[src/rtl/kdf_pkg.sv]
// Shared types and codes for the key derivation stage controller.
// Assumes: stage codes are ordered so that "advance" is an increment
// from the reset stage up to the owner root stage.
package kdf_pkg;

    typedef enum logic [2:0] {
        STG_RESET    = 3'd0,
        STG_CREATOR  = 3'd1,
        STG_OWN_INT  = 3'd2,
        STG_OWN_ROOT = 3'd3,
        STG_DISABLED = 3'd4,
        STG_INVALID  = 3'd5
    } stage_e;

    localparam logic [1:0] RUN_IDLE = 2'd0;
    localparam logic [1:0] RUN_WIP  = 2'd1;
    localparam logic [1:0] RUN_OK   = 2'd2;
    localparam logic [1:0] RUN_ERR  = 2'd3;

    localparam logic [1:0] ERR_NONE  = 2'd0;
    localparam logic [1:0] ERR_OP    = 2'd1;
    localparam logic [1:0] ERR_INPUT = 2'd2;
    localparam logic [1:0] ERR_DATA  = 2'd3;

    localparam int OP_W    = 3;
    localparam int OP_ADV  = 0;
    localparam int OP_ID   = 1;
    localparam int OP_SW   = 2;

endpackage

[src/rtl/kdf_cmd_check.sv]
// Combinational legality check of a requested operation.
// Assumes: op_en is one-hot when the result is used; the ordering of
// checks is stage legality, then version, then data pattern.
module kdf_cmd_check
    import kdf_pkg::*;
#(
    parameter int VER_W  = 16,
    parameter int DATA_W = 32
) (
    input  stage_e              stage,
    input  logic [OP_W-1:0]     op_en,
    input  logic [VER_W-1:0]    key_ver,
    input  logic [VER_W-1:0]    max_ver,
    input  logic [DATA_W-1:0]   in_data,
    output logic [1:0]          code
);

    localparam logic [DATA_W-1:0] ALL_ONES = {DATA_W{1'b1}};

    logic is_adv;
    logic is_gen;
    logic stage_ok;

    // Classify the operation and grade it against stage, version and data.
    always_comb begin
        is_adv   = op_en[OP_ADV];
        is_gen   = op_en[OP_ID] | op_en[OP_SW];
        stage_ok = is_adv ? (stage <= STG_OWN_ROOT)
                          : (stage >= STG_CREATOR && stage <= STG_OWN_ROOT);
        code = ERR_NONE;
        if (!stage_ok)
            code = ERR_OP;
        else if (is_gen && (key_ver > max_ver))
            code = ERR_INPUT;
        else if (in_data == '0 || in_data == ALL_ONES)
            code = ERR_DATA;
    end

endmodule

[src/rtl/kdf_op_seq.sv]
// Operation sequencer: launches a command, holds it towards the hash
// engine until completion, tracks the error of the run and detects
// command and completion faults.
// Assumes: software keeps op_en stable for the whole run.
module kdf_op_seq
    import kdf_pkg::*;
(
    input  logic            clk,
    input  logic            rst_n,
    input  logic            start,
    input  logic [OP_W-1:0] op_en,
    input  logic [1:0]      chk_code,
    input  logic            dis_evt,
    input  logic            hash_done,
    output logic            busy,
    output logic [OP_W-1:0] cmd_q,
    output logic            key_ok,
    output logic [1:0]      status,
    output logic [1:0]      err_code,
    output logic            op_done,
    output logic            err_pulse,
    output logic            sw_we,
    output logic            adv_ok,
    output logic            fatal_evt,
    output logic            fault_cmd,
    output logic            fault_done
);

    logic [1:0] err_q;
    logic [1:0] err_live;
    logic       onehot_ok;
    logic       launch;
    logic       bad_sel;
    logic       cmd_flip;
    logic       stray_done;
    logic       finish;
    logic       sw_ok;

    // Decode launch, completion and the three fault conditions.
    always_comb begin
        onehot_ok  = (op_en & (op_en - 3'd1)) == '0;
        launch     = !busy && start && (op_en != '0) && onehot_ok;
        bad_sel    = !busy && start && !onehot_ok;
        cmd_flip   = busy && (op_en != cmd_q);
        stray_done = !busy && hash_done;
        finish     = busy && hash_done;
        fatal_evt  = bad_sel || cmd_flip || stray_done;
        err_live   = (err_q == ERR_NONE && (dis_evt || cmd_flip)) ? ERR_OP : err_q;
        adv_ok     = finish && (err_live == ERR_NONE) && cmd_q[OP_ADV];
        sw_ok      = finish && (err_live == ERR_NONE) && cmd_q[OP_SW];
        key_ok     = busy && (err_live == ERR_NONE);
    end

    // Run state, latched error, completion pulses and sticky fault flags.
    always_ff @(posedge clk) begin
        if (!rst_n) begin
            busy       <= 1'b0;
            cmd_q      <= '0;
            err_q      <= ERR_NONE;
            status     <= RUN_IDLE;
            err_code   <= ERR_NONE;
            op_done    <= 1'b0;
            err_pulse  <= 1'b0;
            sw_we      <= 1'b0;
            fault_cmd  <= 1'b0;
            fault_done <= 1'b0;
        end else begin
            op_done   <= finish;
            err_pulse <= finish && (err_live != ERR_NONE);
            sw_we     <= sw_ok;
            if (launch) begin
                busy   <= 1'b1;
                cmd_q  <= op_en;
                err_q  <= dis_evt ? ERR_OP : chk_code;
                status <= RUN_WIP;
            end else if (finish) begin
                busy     <= 1'b0;
                cmd_q    <= '0;
                err_q    <= ERR_NONE;
                err_code <= err_live;
                status   <= (err_live == ERR_NONE) ? RUN_OK : RUN_ERR;
            end else if (busy) begin
                err_q <= err_live;
            end
            if (bad_sel || cmd_flip) fault_cmd  <= 1'b1;
            if (stray_done)          fault_done <= 1'b1;
        end
    end

endmodule

[src/rtl/kdf_stage_reg.sv]
// Stage register and software-binding write enable.
// Assumes: fatal events outrank disable, which outranks advance; the
// invalid stage is left only through reset.
module kdf_stage_reg
    import kdf_pkg::*;
(
    input  logic   clk,
    input  logic   rst_n,
    input  logic   fatal_evt,
    input  logic   dis_evt,
    input  logic   adv_ok,
    input  logic   bind_unlock,
    output stage_e stage,
    output logic   bind_wen
);

    // Stage update with fatal > disable > advance priority.
    always_ff @(posedge clk) begin
        if (!rst_n)
            stage <= STG_RESET;
        else if (fatal_evt)
            stage <= STG_INVALID;
        else if (stage == STG_INVALID)
            stage <= STG_INVALID;
        else if (dis_evt)
            stage <= STG_DISABLED;
        else if (adv_ok)
            stage <= (stage == STG_OWN_ROOT) ? STG_DISABLED : stage_e'(stage + 3'd1);
    end

    // Binding write enable: closed by a successful advance, reopened by software.
    always_ff @(posedge clk) begin
        if (!rst_n)
            bind_wen <= 1'b1;
        else if (adv_ok)
            bind_wen <= 1'b0;
        else if (bind_unlock)
            bind_wen <= 1'b1;
    end

endmodule

[src/rtl/kdf_stage_ctrl.sv]
// Top of the key derivation stage controller: joins the legality check,
// the operation sequencer and the stage register.
// Assumes: all inputs are synchronous to clk.
module kdf_stage_ctrl
    import kdf_pkg::*;
#(
    parameter int VER_W  = 16,
    parameter int DATA_W = 32
) (
    input  logic              clk,
    input  logic              rst_n,
    input  logic              start,
    input  logic [2:0]        op_en,
    input  logic [VER_W-1:0]  key_ver,
    input  logic [VER_W-1:0]  max_ver,
    input  logic [DATA_W-1:0] in_data,
    input  logic              lc_disable,
    input  logic              dis_req,
    input  logic              bind_unlock,
    input  logic              hash_done,
    output logic [2:0]        hash_cmd,
    output logic              hash_key_ok,
    output logic [2:0]        stage,
    output logic [1:0]        status,
    output logic [1:0]        err_code,
    output logic              op_done,
    output logic              err_irq,
    output logic              alert_recov,
    output logic              alert_fatal,
    output logic              fault_cmd,
    output logic              fault_done,
    output logic              cfg_wen,
    output logic              bind_wen,
    output logic              sw_out_we
);

    stage_e     stage_q;
    logic [1:0] chk_code;
    logic       dis_evt;
    logic       busy;
    logic       err_pulse;
    logic       adv_ok;
    logic       fatal_evt;

    // Either disable source ends the key chain.
    assign dis_evt = lc_disable | dis_req;

    kdf_cmd_check #(.VER_W(VER_W), .DATA_W(DATA_W)) u_check (
        .stage   (stage_q),
        .op_en   (op_en),
        .key_ver (key_ver),
        .max_ver (max_ver),
        .in_data (in_data),
        .code    (chk_code)
    );

    kdf_op_seq u_seq (
        .clk        (clk),
        .rst_n      (rst_n),
        .start      (start),
        .op_en      (op_en),
        .chk_code   (chk_code),
        .dis_evt    (dis_evt),
        .hash_done  (hash_done),
        .busy       (busy),
        .cmd_q      (hash_cmd),
        .key_ok     (hash_key_ok),
        .status     (status),
        .err_code   (err_code),
        .op_done    (op_done),
        .err_pulse  (err_pulse),
        .sw_we      (sw_out_we),
        .adv_ok     (adv_ok),
        .fatal_evt  (fatal_evt),
        .fault_cmd  (fault_cmd),
        .fault_done (fault_done)
    );

    kdf_stage_reg u_stage (
        .clk         (clk),
        .rst_n       (rst_n),
        .fatal_evt   (fatal_evt),
        .dis_evt     (dis_evt),
        .adv_ok      (adv_ok),
        .bind_unlock (bind_unlock),
        .stage       (stage_q),
        .bind_wen    (bind_wen)
    );

    // Port-level views of internal state.
    assign stage       = stage_q;
    assign cfg_wen     = !busy;
    assign err_irq     = err_pulse;
    assign alert_recov = err_pulse;
    assign alert_fatal = fault_cmd | fault_done;

endmodule

[config.mk]
export PLATFORM = sky130hd
export DESIGN_NAME = kdf_stage_ctrl
export DESIGN_NICKNAME = d
export VERILOG_FILES = /design/src/rtl/kdf_pkg.sv /design/src/rtl/kdf_cmd_check.sv /design/src/rtl/kdf_op_seq.sv /design/src/rtl/kdf_stage_reg.sv /design/src/rtl/kdf_stage_ctrl.sv
export SDC_FILE = /design/constraint.sdc
export NUM_CORES = 1
export LEC_CHECK = 0
export BUFFER_PORTS_ARGS = -buffer_cell sky130_fd_sc_hd__buf_2
export CORE_MARGIN = 3
export CORE_UTILIZATION = 42
export DETAILED_ROUTE_END_ITERATION = 16
export GPL_TIMING_DRIVEN = 0
export PLACE_DENSITY_LB_ADDON = 0.08
export SLEW_MARGIN = 20
export SYNTH_ARGS = -nofsm -noshare
export SYNTH_HDL_FRONTEND = slang
export SYNTH_HIERARCHICAL = 1
export SYNTH_SLANG_ARGS = --single-unit
[constraint.sdc]
create_clock -name clk -period 2.5 [get_ports clk]
set_input_delay 0.5 -clock clk [delete_from_list [all_inputs] [get_ports clk]]
set_output_delay 0.5 -clock clk [all_outputs]
set_load 0.03 [all_outputs]
==> metrics.md, run 1 <==
| Metric | Value |
|---|---|
| Post-route ant nets | 0 |
| Setup-failing EPs final | 0 |
| Register-to-Register Path Depth | 6 |
| Avg Cell Area, Syn | 7.93 um^2 |
| Synth Register Bits | 19 |
| Maxcap violations | 0 |
| CP dominant cell by count | buf_2 |
| Hold Path Cell Cnt | 2 |
| Worst-path fanout max | 6 |
| Worst Tran Pin Value | 0.360 ns |
| Sequential area share after synthesis | 26.8% |
| Placed Area | 1940 um^2 |
| Pwr dens | 367 nW/um^2 |
| Worst path slowest cell | or2_2 |
| Vias in the first global route | 1484 |
| Critical path launch point type | primary input |
| Period utilization | 92.7% |
| Worst EP arrival | 1.82 ns |
| Drt total wl | 3740 um |
| Post-route insts no fill | 320 |
| CP peak stage delay | 0.33 ns |
| Worst path cell trace | buf_2, or2_1, or2_2, nor3_2, and2_1, buf_2 |
| Met2 wire len | 1680 um |
| FF-to-FF Start | u_seq/cmd_q[2]$_SDFFE_PN0P_ |
| Worst Skew | 0.00162 ns |
| Worst hold margin | 0.468 ns |
| DIE WIDTH | 64.1 um |
| Slew margin rel. | 75.9% |
| N_diodes | 0 |
| Final Core Density | 63.0% |
| Slew Viols, Final | 0 |
| Final Wtd Congestion | 0.784 |
| Resized cells post-CTS | 0 |
| Max VDD drop | 0.280 mV |
| Cells after DPL | 316 |
| Minimum clock period | 2.32 ns |
| Outcome | completed |
| Min-delay src | u_seq/err_code[1]$_SDFFE_PN0P_ |
| FF-to-FF End | u_stage/stage[0]$_SDFFE_PN0P_ |
| Inserted Clock Buffers | 3 |
| Lkg Pwr | 1.02 nW |
| Num rows | 20 |
| WL/cell | 11.7 um |
| Clk_lat worst skew | 0.29 ns |
| Worst EP required | 2.00 ns |
| Mapped cell area | 1420 um^2 |
| Starting Density | 45.4% |
| H-tree depth | 1 |
| WP buf/inv | 2 |
| Layout area overhead | 38.9% |
| Cells after synthesis | 179 |
| Setup repair bufs after CTS | 0 |
| Clk slew on worst S/H paths | 0.10 ns |
| CTS tree | built |
| DRT met1 WL | 1690 um |
| Dominant cells by area after synthesis | dfxtp_1, ha_1, inv_1, a21oi_1, nand4_1 |
| Io pins | 94 |
| Hold path endpoint | u_seq/err_code[1]$_SDFFE_PN0P_ |
| Core Region | 3130 um^2 |
| Power after layout | 0.724 mW |
| RSZ-0062 raised after global routing | no |
| Critical Path End Type | output pin |
| DRC viols | 0 |
| CTS Hold Bufs | 0 |
| Post-synth EDFFs | 0 |
| DRT Pass-1 Iters | 4 |
| Share of cells above drive strength 1 | 37.0% |
| WL met3 | 360 um |
| Global Route Usage Sum | 17.7% |
| Die height | 64.1 um |
| Async SR Flop Fraction | 0% |
| Critical path type | in2out |
| Vias per std cell | 5.13 |
| Clock sink total | 19 |
| Post-synth top flop | dfxtp_1 |
| Uppermost routed layer | met3 |
| I/O Buffers | 93 |
| Synth unique cells | 42 |
| Syn_nets | 272 |
| Commonest non-fill, non-tap cell in the layout | buf_2 |
| First-pass GRT wire length | 6040 um |
| Routed vias | 1640 |
| Hold Vio Cnt, Final | 0 |
| Synth warn | 6 |
| R2r setup slk | 0.42 ns |
| Clk buf depth | 2 |
| Starting DRT DRC Count | 24 |
| Most frequent cells in the layout | buf_2, inv_1, ha_1, dfxtp_1 |
| Max Fclk | 432 MHz |
| Largest net degree at the start of global routing | 11 |
| Largest area contributor in the netlist | dfxtp_1 |
| Initial antenna violation count | 0 |
| Post-layout net count | 370 |
| GR Overflow Total | 0 |
| Worst path top cell family by delay | simple AND/OR/NAND/NOR gates |
| Fin area | 1970 um^2 |
| Top cell type's share of synthesized area | 26.8% |
| Min-Delay Path Class | reg2reg |
| CTS Root Cell | clkbuf_4 |
| Die ar. | 4110 um^2 |
| Hpwl dp | 3220 um |
==> Yosys cell counts (2+ instances only) <==
library cell,count
nand4_1,11
o21a_1,2
or4b_1,2
a221oi_1,2
and3_1,2
ha_1,19
inv_1,24
nor3_1,4
nor2_1,6
nand2b_1,3
a21oi_1,17
xnor2_1,3
a31oi_1,2
o221ai_1,2
nand2_1,17
nand3_1,5
o21ai_0,3
a32o_1,3
nor4_1,10
or2_1,2
dfxtp_1,19
==> state kept, by name, summed over array words and instances (netlist names) <==
name,cells
u_seq/err_q,2
u_seq/busy,1
u_stage/bind_wen,1
u_seq/cmd_q,3
u_seq/sw_we,1
u_seq/status,2
u_seq/op_done,1
u_seq/fault_cmd,1
u_seq/err_pulse,1
u_seq/err_code,2
u_seq/fault_done,1
u_stage/stage,3
==> where the power goes <==
group / switching, mW / internal [mW]
logic: 0.133 / 0.109
registers: 0.0136 / 0.318
clock network: 0.0887 / 0.0620
==> tightest hold or removal path: cells and delay by family (launching register included) <==
family / cells / cell delay [ns]
compound gates: 1 / 0.05
simple gates: 1 / 0.05
flops: 1 / 0.32
==> stage by stage <==
stage	setup slack [ns]	setup TNS (ns)
CTS	0.00349	0
global route	0.111	0
global placement	-0.133	-0.161
finish	0.184	0
floorplan	0.192	0
detailed placement	-0.165	-0.207
==> how the worst max path moves through the flow <==
stage                 from                            end  slack (ns)  cells after the start
2_1_floorplan  max_ver[10]    u_seq/err_q[1]$_SDFFE_PN0P_        0.19                      8
6_report           dis_req                    hash_key_ok        0.18                      6
4_1_cts            dis_req                    hash_key_ok       0.003                      6
3_3_place_gp       dis_req  u_stage/stage[0]$_SDFFE_PN0P_       -0.13                      7
3_5_place_dp       dis_req  u_stage/stage[0]$_SDFFE_PN0P_       -0.17                      7
5_1_grt            dis_req                    hash_key_ok        0.11                      6
==> cells by family after synthesis <==
| family | synth area share, % |
|---|---|
| adders and majority gates | 16.8 |
| AOI/OAI and AO/OA | 18.6 |
| buffers and inverters | 7.14 |
| xor gates and xnor gates | 2.47 |
| DFF | 26.8 |
| and+or+nand+nor | 28.2 |
==> layout make-up <==
class / instances / area (um^2)
inverters: 25 / 93.8
plain buffers: 1 / 7.51
well taps: 44 / 55.1
fillers: 310 / 1160
repair buffers: 93 / 465
clock buffers: 4 / 26.3
multi-input cells: 134 / 942
flip-flops and latches: 19 / 380
==> per-layer routing <==
metal	global-route usage, %	vias up
met2	30.8	65
met5	0	-
li1	-	857
met1	22.4	718
met3	5.27	0
met4	1.58	0
Power figures use the tool's default switching activity.
==> run 2, diff against run 1 <==
--- a/config.mk
+++ b/config.mk
@@ -9,7 +9,6 @@
 export CORE_MARGIN = 3
 export CORE_UTILIZATION = 42
 export DETAILED_ROUTE_END_ITERATION = 16
-export GPL_TIMING_DRIVEN = 0
 export PLACE_DENSITY_LB_ADDON = 0.08
 export SLEW_MARGIN = 20
 export SYNTH_ARGS = -nofsm -noshare
==> run 2 against run 1 <==
Critical path depth is the same. Power up 0.81%. Count of clock-buffer cells in the layout is the same. Global-route usage up 0.76 points. Via count up 1.2%. Die area stayed put. Register-to-register slack gained 0.11 ns. Clock skew about the same. Sequential cell count is the same. Worst setup slack improved by 0.068 ns. Non-clock buffer count rose by 4.
==> metrics.md, run 2 (synthesized netlist as in run 1, its figures left out) <==
| Metric | Value |
|---|---|
| Outcome | completed |
| Maxcap violations | 0 |
| R2r setup slk | 0.53 ns |
| WL met3 | 396 um |
| Worst EP arrival | 1.75 ns |
| Min-Delay Path Class | in2reg |
| Setup repair bufs after CTS | 0 |
| I/O Buffers | 93 |
| Pre-CTS WS | 0.0182 ns |
| Io pins | 94 |
| Setup-failing EPs final | 0 |
| Clk slew on worst S/H paths | 0.10 ns |
| Final Core Density | 63.8% |
| DRT Pass-1 Iters | 4 |
| Post-route setup TNS | 0 ns |
| CTS tree | built |
| Die ar. | 4110 um^2 |
| CTS Root Cell | clkbuf_4 |
| Global Route Usage Sum | 18.5% |
| Inserted Clock Buffers | 3 |
| Share of cells above drive strength 1 | 37.5% |
| Minimum clock period | 2.25 ns |
| Final Wtd Congestion | 0.792 |
| Vias per std cell | 5.12 |
| Resized cells post-CTS | 0 |
| Die height | 64.1 um |
| Max Fclk | 445 MHz |
| Starting Density | 45.4% |
| Period utilization | 89.9% |
| Hold Vio Cnt, Final | 0 |
| Setup WS post-layout | 0.252 ns |
| Critical Path End Type | output pin |
| Met2 wire len | 1650 um |
| Initial antenna violation count | 0 |
| WL/cell | 11.5 um |
| CTS Hold Bufs | 0 |
| Clock sink total | 19 |
| Slew margin rel. | 76.5% |
| Worst Tran Pin Value | 0.351 ns |
| Hpwl dp | 3210 um |
| Critical path type | in2out |
| First-pass GRT wire length | 6340 um |
| Slew Viols, Final | 0 |
| Num rows | 20 |
| Register area | 380 um^2 |
| Largest registers | u_seq/cmd_q (3), u_stage/stage (3) |
| Routed vias | 1660 |
| Uppermost routed layer | met3 |
| GR Overflow Total | 0 |
| Fillers | 283 |
| RSZ-0062 raised after global routing | no |
| Pwr dens | 366 nW/um^2 |
| DRT met1 WL | 1680 um |
| Post-route ant nets | 0 |
| Worst EP required | 2.00 ns |
| H-tree depth | 1 |
| Worst hold margin | 0.451 ns |
| Vias in the first global route | 1587 |
| Max VDD drop | 0.307 mV |
| Most frequent cells in the layout | buf_2, inv_1, ha_1, dfxtp_1 |
| Lkg Pwr | 1.03 nW |
| N_diodes | 0 |
| Core Region | 3130 um^2 |
| Worst-path fanout max | 3 |
| DRC viols | 0 |
| DIE WIDTH | 64.1 um |
| Starting DRT DRC Count | 38 |
| Drt total wl | 3730 um |
| Largest net degree at the start of global routing | 11 |
| Clk buf depth | 2 |
| Post-layout net count | 374 |
| Worst Skew | 0.00188 ns |
| Layout area overhead | 40.7% |
| Critical path launch point type | primary input |
| Clk_lat worst skew | 0.29 ns |
| Commonest non-fill, non-tap cell in the layout | buf_2 |
| Footprint of the multi-input gates | 937 um^2 |
-- run 2: cell types whose count changed in the layout (fill, tap and decap cells not counted) --
cell,before,now
nor3_1,3,4
buf_4,1,5
nor3_2,1,0
-- run 2: power breakdown --
part,switching (mW),internal (mW)
clock,0.0897,0.0621
combinational,0.133,0.113
sequential,0.0133,0.318
total,0.236,0.493
-- run 2: per-stage QoR --
step                power (mW)  instances  cell area (um^2)
finish                   0.730        324              2000
floorplan                0.473        179              1420
global placement         0.582        320              1970
detailed placement       0.585        320              1970
CTS                      0.737        324              2000
global route             0.784        324              2000
-- run 2: worst max-delay path, stage by stage --
cell and delay, ns:
buf_2 0.09, or2_1 0.25, or2_2 0.31, nor3_1 0.24
and2_1 0.16, buf_2 0.19
-- run 2: area by class of cell --
| class | count | area share [%] |
|---|---|---|
| Multi-Input combinational cell | 134 | 47.0 |
| Sequential cell | 19 | 19.1 |
| Clock buffer | 4 | 1.32 |
| Timing Repair Buffer | 98 | 25.2 |
| Tap cell | 44 | 2.76 |
| Inverter | 25 | 4.70 |
-- run 2: path summary, 6_finish.rpt --
check / start / to / depth (start not counted)
worst max-delay path: dis_req / hash_key_ok / 6
worst min-delay path: rst_n / u_stage/bind_wen$_SDFFE_PN1P_ / 2
worst max register to register: u_seq/cmd_q[2]$_SDFFE_PN0P_ / u_stage/stage[0]$_SDFFE_PN0P_ / 6
worst min register to register: u_seq/fault_done$_SDFFE_PN0P_ / u_seq/fault_done$_SDFFE_PN0P_ / 2
-- run 2: metal layers --
layer,vias up,GRT usage [%]
li1,864,-
met1,727,22.8
met2,69,32.4
met3,0,6.15
met4,0,1.58
met5,-,0
